### src/rtl/mt_pkg.sv
package mt_pkg;
  localparam int ADDR_W = 4;

  localparam logic [ADDR_W-1:0] A_CTRL       = 4'h0;
  localparam logic [ADDR_W-1:0] A_COUNT      = 4'h1;
  localparam logic [ADDR_W-1:0] A_PRESC      = 4'h2;
  localparam logic [ADDR_W-1:0] A_ACT        = 4'h3;
  localparam logic [ADDR_W-1:0] A_FLAGS      = 4'h4;
  localparam logic [ADDR_W-1:0] A_MATCH_BASE = 4'h8;

  localparam int CTRL_W  = 3;
  localparam int CB_EN   = 0;
  localparam int CB_CLR  = 1;
  localparam int CB_MODE = 2;

  localparam int ACT_W    = 3;
  localparam int ACT_INT  = 0;
  localparam int ACT_RST  = 1;
  localparam int ACT_STOP = 2;
endpackage

### src/rtl/mt_edge_sync.sv
module mt_edge_sync (
  input  logic clk,
  input  logic rst_n,
  input  logic async_in,
  output logic rise_pulse
);
  logic [2:0] sh_q;
  logic [2:0] sh_d;

  always_comb sh_d = {sh_q[1:0], async_in};

  always_ff @(posedge clk or negedge rst_n) begin
    if (!rst_n) sh_q <= '0;
    else        sh_q <= sh_d;
  end

  // stage 1 is the synchronized level, stage 2 its one-cycle delay
  assign rise_pulse = sh_q[1] & ~sh_q[2];
endmodule

### src/rtl/mt_prescaler.sv
module mt_prescaler #(
  parameter int W = 32
) (
  input  logic         clk,
  input  logic         rst_n,
  input  logic         run,
  input  logic         src_evt,
  input  logic         hold_zero,
  input  logic [W-1:0] limit,
  output logic         tick
);
  logic [W-1:0] pc_q, pc_d;
  logic         pc_en;

  always_comb begin
    tick  = run & src_evt & (pc_q == limit);
    pc_en = hold_zero | (run & src_evt);
    pc_d  = pc_q;
    if (hold_zero)           pc_d = '0;
    else if (run && src_evt) pc_d = tick ? '0 : pc_q + W'(1);
  end

  always_ff @(posedge clk or negedge rst_n) begin
    if (!rst_n)     pc_q <= '0;
    else if (pc_en) pc_q <= pc_d;
  end
endmodule

### src/rtl/mt_match_bank.sv
module mt_match_bank import mt_pkg::*; #(
  parameter int W = 32,
  parameter int N = 4
) (
  input  logic [W-1:0]       count,
  input  logic [N*W-1:0]     match_flat,
  input  logic [ACT_W*N-1:0] act_sel,
  input  logic               tick,
  output logic [N-1:0]       int_set,
  output logic               any_reset,
  output logic               any_stop
);
  logic [N-1:0] fire, rst_req, stp_req;

  for (genvar i = 0; i < N; i++) begin : g_cmp
    assign fire[i]    = tick & (count == match_flat[i*W +: W]);
    assign int_set[i] = fire[i] & act_sel[ACT_W*i + ACT_INT];
    assign rst_req[i] = fire[i] & act_sel[ACT_W*i + ACT_RST];
    assign stp_req[i] = fire[i] & act_sel[ACT_W*i + ACT_STOP];
  end

  assign any_reset = |rst_req;
  assign any_stop  = |stp_req;
endmodule

### src/rtl/match_timer.sv
module match_timer import mt_pkg::*; #(
  parameter int CNT_W   = 32,
  parameter int N_MATCH = 4
) (
  input  logic               clk,
  input  logic               rst_n,
  input  logic               ext_evt,
  input  logic               wr_en,
  input  logic [ADDR_W-1:0]  addr,
  input  logic [CNT_W-1:0]   wr_data,
  output logic [CNT_W-1:0]   rd_data,
  output logic [N_MATCH-1:0] match_flags,
  output logic               irq
);
  localparam int ACT_BITS = ACT_W * N_MATCH;

  // reset: asserted asynchronously, released after two edges
  logic [1:0] rs_q;
  logic       srst_n;
  always_ff @(posedge clk or negedge rst_n) begin
    if (!rst_n) rs_q <= '0;
    else        rs_q <= {rs_q[0], 1'b1};
  end
  assign srst_n = rs_q[1];

  logic [CTRL_W-1:0]   ctrl_q, ctrl_d;
  logic [CNT_W-1:0]    cnt_q, cnt_d;
  logic [CNT_W-1:0]    pre_q;
  logic [ACT_BITS-1:0] act_q;
  logic [N_MATCH-1:0]  flg_q, flg_d, flg_clr;
  logic [CNT_W-1:0]    match_q [N_MATCH];
  logic [N_MATCH*CNT_W-1:0] match_flat;

  logic we_ctrl, we_cnt, we_pre, we_act, we_flg;
  logic [N_MATCH-1:0] we_mt;
  logic ctrl_en, cnt_en, flg_en;

  logic ext_pulse, src_evt, run, tick;
  logic [N_MATCH-1:0] int_set;
  logic any_reset, any_stop;

  // write decode
  always_comb begin
    we_ctrl = wr_en && (addr == A_CTRL);
    we_cnt  = wr_en && (addr == A_COUNT);
    we_pre  = wr_en && (addr == A_PRESC);
    we_act  = wr_en && (addr == A_ACT);
    we_flg  = wr_en && (addr == A_FLAGS);
    for (int i = 0; i < N_MATCH; i++)
      we_mt[i] = wr_en && (addr == A_MATCH_BASE + ADDR_W'(i));
  end

  for (genvar i = 0; i < N_MATCH; i++) begin : g_flat
    assign match_flat[i*CNT_W +: CNT_W] = match_q[i];
  end

  mt_edge_sync u_sync (
    .clk(clk), .rst_n(srst_n), .async_in(ext_evt), .rise_pulse(ext_pulse)
  );

  assign run     = ctrl_q[CB_EN] & ~ctrl_q[CB_CLR];
  assign src_evt = ctrl_q[CB_MODE] ? ext_pulse : 1'b1;

  mt_prescaler #(.W(CNT_W)) u_presc (
    .clk(clk), .rst_n(srst_n), .run(run), .src_evt(src_evt),
    .hold_zero(ctrl_q[CB_CLR]), .limit(pre_q), .tick(tick)
  );

  mt_match_bank #(.W(CNT_W), .N(N_MATCH)) u_bank (
    .count(cnt_q), .match_flat(match_flat), .act_sel(act_q), .tick(tick),
    .int_set(int_set), .any_reset(any_reset), .any_stop(any_stop)
  );

  // next state
  always_comb begin
    ctrl_en = we_ctrl | any_stop;
    ctrl_d  = ctrl_q;
    if (we_ctrl)       ctrl_d = wr_data[CTRL_W-1:0];
    else if (any_stop) ctrl_d[CB_EN] = 1'b0;

    cnt_en = we_cnt | ctrl_q[CB_CLR] | tick;
    cnt_d  = cnt_q;
    if (we_cnt)              cnt_d = wr_data;
    else if (ctrl_q[CB_CLR]) cnt_d = '0;
    else if (any_reset)      cnt_d = '0;
    else if (!any_stop)      cnt_d = cnt_q + CNT_W'(1);

    flg_clr = we_flg ? wr_data[N_MATCH-1:0] : '0;
    flg_d   = (flg_q & ~flg_clr) | int_set;
    flg_en  = we_flg | (|int_set);
  end

  // registers
  always_ff @(posedge clk or negedge srst_n) begin
    if (!srst_n) begin
      ctrl_q <= '0;
      cnt_q  <= '0;
      pre_q  <= '0;
      act_q  <= '0;
      flg_q  <= '0;
      for (int i = 0; i < N_MATCH; i++) match_q[i] <= '0;
    end else begin
      if (ctrl_en) ctrl_q <= ctrl_d;
      if (cnt_en)  cnt_q  <= cnt_d;
      if (we_pre)  pre_q  <= wr_data;
      if (we_act)  act_q  <= wr_data[ACT_BITS-1:0];
      if (flg_en)  flg_q  <= flg_d;
      for (int i = 0; i < N_MATCH; i++)
        if (we_mt[i]) match_q[i] <= wr_data;
    end
  end

  // read mux
  always_comb begin
    case (addr)
      A_CTRL:  rd_data = CNT_W'(ctrl_q);
      A_COUNT: rd_data = cnt_q;
      A_PRESC: rd_data = pre_q;
      A_ACT:   rd_data = CNT_W'(act_q);
      A_FLAGS: rd_data = CNT_W'(flg_q);
      default: rd_data = '0;
    endcase
    for (int i = 0; i < N_MATCH; i++)
      if (addr == A_MATCH_BASE + ADDR_W'(i)) rd_data = match_q[i];
  end

  assign match_flags = flg_q;
  assign irq         = |flg_q;
endmodule

### config.mk
export PLATFORM = sky130hd
export DESIGN_NAME = match_timer
export DESIGN_NICKNAME = d
export VERILOG_FILES = /design/src/rtl/mt_pkg.sv /design/src/rtl/mt_edge_sync.sv /design/src/rtl/mt_prescaler.sv /design/src/rtl/mt_match_bank.sv /design/src/rtl/match_timer.sv
export SDC_FILE = /design/constraint.sdc
export NUM_CORES = 1
export LEC_CHECK = 0
export ABC_AREA = 1
export BUFFER_PORTS_ARGS = -buffer_cell sky130_fd_sc_hd__buf_2
export CORE_UTILIZATION = 50
export CTS_CLUSTER_DIAMETER = 150
export DETAILED_ROUTE_END_ITERATION = 12
export PLACE_DENSITY = 0.68
export SYNTH_ARGS = -nofsm -noshare
export SYNTH_HDL_FRONTEND = slang
export SYNTH_SLANG_ARGS = --single-unit
### constraint.sdc
create_clock -name clk -period 16.6 [get_ports clk]
set_input_delay 0.83 -clock clk [delete_from_list [all_inputs] [get_ports clk]]
set_output_delay 0.83 -clock clk [all_outputs]
set_load 0.005 [all_outputs]
==> results.sh <==
export IMPL_status="completed"
export IMPL_clkTransAtPathRegs_ns=0.06
export IMPL_worst_slack_ns=12.24
export IMPL_cp_arrival_ns=3.53
export IMPL_antenna_found_initial=0
export IMPL_synthXorXnorAreaFrac_pct=7.501
export IMPL_synth_top_cell_area_share_pct=41.85
export IMPL_die_x_um=174.2
export IMPL_cp_slowest_cell="clkinv_1"
export IMPL_clockRootBuffer="clkbuf_16"
export IMPL_syn_avg_cell_area_um2=7.157
export IMPL_clkSinkCount=248
export IMPL_synth_area_leader_cell="dfrtp_1"
export IMPL_dr_pass1_iters=6
export IMPL_reg2reg_depth=14
export IMPL_cts_buffers=29
export IMPL_p_per_area_nw_per_um2=126.7
export IMPL_worstSetupPathType="input port to output port"
export IMPL_wl_um=47050
export IMPL_slew_viol_final=0
export IMPL_fmax_mhz=229.2
export IMPL_power_switching_uw=745.1
export IMPL_grt_overflow=0
export IMPL_p_clk_share_pct=33.3
export IMPL_cts_path_max_buffers=3
export IMPL_cp_num_cells=8
export IMPL_ant_nets=0
export IMPL_ys_warnings_count=0
export IMPL_crit_family="buffers and inverters"
export IMPL_crit_fanout=25
export IMPL_grt_first_pass_wirelength_um=74310
export IMPL_wl_per_cell_um=18.83
export IMPL_dp_worst_setup_slack_ns=12.05
export IMPL_drive_above_1_share_pct=10.87
export IMPL_synthTopCellsByArea="dfrtp_1 (42%), nand2_1 (19%), o21ai_0 (7.0%)"
export IMPL_ys_ff_latch=248
export IMPL_post_cts_setup_buffers=0
export IMPL_io_buffer_count=76
export IMPL_cts_tree="yes"
export IMPL_yosys_area_share_simple_pct=28.54
export IMPL_yosys_most_used_dff="dfrtp_1"
export IMPL_grtUsageTotal_pct=31.43
export IMPL_async_flop_share_pct=100.0
export IMPL_path_cells="buf_2 -> inv_1 -> nor2_1 -> nand2_1 -> clkinv_1 -> nand2_1 -> o2111ai_1 -> buf_2"
export IMPL_dr_first_iter_drc_count=1383
export IMPL_crit_required_ns=15.77
export IMPL_seqPwrFrac_pct=42.6
export IMPL_setup_tns_final_ns=0
export IMPL_cap_violations=0
export IMPL_fin_crit_ns=4.363
export IMPL_yosysUniqueCellTypes=46
export IMPL_drc_errors=0
export IMPL_viasPerCell=5.623
export IMPL_min_path_type="input port to asynchronous set/reset pin"
export IMPL_synth_enable_flop_cells=0
export IMPL_fin_worst_skew_ns=0.02546
export IMPL_synth_seq_area_share_pct=41.85
export IMPL_synth_top_family_by_area="simple AND/OR/NAND/NOR gates"
export IMPL_synth_adder_area_share_pct=0.1687
export IMPL_core_region_area_um2=28940
export IMPL_start_util_pct=51.25
export IMPL_syn_nets=2114
export IMPL_finalSetupViolations=0
export IMPL_rows=62
export IMPL_n_fill_cell=2794
export IMPL_rsz0062_at_grt="no"
export IMPL_syn_area_um2=14830
export IMPL_critPathLaunchType="input port"
export IMPL_fin_crit_sh_pct=26.28
export IMPL_synth_most_common_cell="nand2_1"
export IMPL_hpwlAfterDp_um=32650
export IMPL_h_tree_depth=1
export IMPL_intPower_uw=1322
export IMPL_worst_path_largest_cell_delay_ns=1.15
export IMPL_vdd_drop_max_uv=83.70
export IMPL_hold_buffers=0
export IMPL_fin_nets=2134
export IMPL_worstMarginPinSlew_ns=1.198
export IMPL_synth_compound_area_share_pct=12.67
export IMPL_die_h_um=174.2
export IMPL_p_leak_uw=0.008323
export IMPL_endpoint_kind="output port"
export IMPL_combPwrFrac_pct=24.1
export IMPL_dr_total_vias=14053
export IMPL_grt_pass1_vias=13104
export IMPL_diodes=0
export IMPL_synthMuxAreaShare_pct=0
export IMPL_swShare_pct=36.05
export IMPL_slew_headroom_pct=19.87
export IMPL_die_area_um2=30350
export IMPL_path_buf_inv=4
export IMPL_synthTopCellsByCount="nand2_1 (741), dfrtp_1 (248), o21ai_0 (207), inv_1 (185), nor2_1 (161)"
export IMPL_cts_resized=0
export IMPL_final_util_pct=56.36
export IMPL_area_growth_pct=9.965
export IMPL_clock_latency_ns=0.57
export IMPL_gp_congestion=0.9405
export IMPL_grt_max_degree=72
export IMPL_syn_inst=2072
export IMPL_io_pins=77
export IMPL_hold_viol=0
## flip-flops by register name, indices dropped and copies added (netlist names)
signal        flops
pre_q            32
u_presc.pc_q     32
match_flags       4
cnt_q            32
rs_q              2
match_flat      128
act_q            12
u_sync.sh_q       3
ctrl_q            3
## path summary, 6_finish.rpt
kind	startpoint	endpoint	slack [ns]
min reg2reg	rs_q[1]$_DFF_PN0_	match_flat[82]$_DFFE_PN0P_	0.32
min	rst_n	rs_q[1]$_DFF_PN0_	0.03
max in group asynchronous	rs_q[1]$_DFF_PN0_	pre_q[3]$_DFFE_PN0P_	14.09
max reg2reg	cnt_q[24]$_DFFE_PN0P_	cnt_q[2]$_DFFE_PN0P_	13.14
min in group clk	rs_q[0]$_DFF_PN0_	rs_q[1]$_DFF_PN0_	0.35
max	addr[1]	rd_data[29]	12.24
## cells in the final DEF (no fill, tap or decap), types with 3 or more instances in the layout
cell and instances:
a21oi_1 22, a221oi_1 21, buf_2 76, buf_4 12, bufinv_16 5, clkbuf_1 5, clkbuf_16 29, clkbuf_8 5
clkinv_2 8, dfrtp_1 247, inv_1 185, inv_2 41, nand2_1 736, nand2_2 36, nand2_4 3, nand3_1 40
nand3_2 3, nand4_1 29, nor2_1 159, nor2_2 4, nor3_1 19, nor4_1 7, o2111ai_1 12, o211ai_1 7
o21ai_0 207, o21ai_1 5, o221ai_1 6, o22ai_1 31, o32ai_1 3, xnor2_1 11, xor2_1 116
## stage by stage
step           std cells  hold WS [ns]  instance area, um2  total power (uW)
2_1_floorplan       2072        0.3312               14830              1227
3_3_place_gp        2445        0.3341               15290              1360
3_5_place_dp        2445        0.3347               15290              1376
4_1_cts             2499       0.02368               16310              2062
5_1_grt             2499       0.02868               16310              2183
6_report            2499       0.03407               16310              2067
## cell type report
class                      count  area [um2]  share of cell area [%]
clock buffer                  39       813.3                   4.987
clock inverter                15       206.4                   1.266
inverter                     228       855.8                   5.248
multi-input combinational   1497        7271                   44.59
sequential                   248        6210                   38.08
tap                          384       480.5                   2.946
timing repair buffer          88       470.5                   2.885
## cells by family after synthesis
family	Yosys count
other	1
flip-flops	248
XOR/XNOR	127
AND/OR/NAND/NOR	1042
adder cells (fa/ha/maj)	2
AO/OA/AOI/OAI	325
buffers and inverters	327
## routing by layer
layer	vias up	global-route usage, %	share of wire (%)
met5	-	0	0
met1	6655	44.85	43
li1	6613	-	-
met4	0	11.40	3.4
met2	681	48.97	45
met3	104	3.937	8.6
## power groups by stage
stage	Combinational [uW]	Sequential [uW]	Clock, uW
3_5_place_dp	492	883	0
2_1_floorplan	424	803	0
6_report	499	880	688
3_3_place_gp	481	879	0
4_1_cts	496	874	692
5_1_grt	571	896	716
No activity file was read; power rests on OpenSTA's default activity.
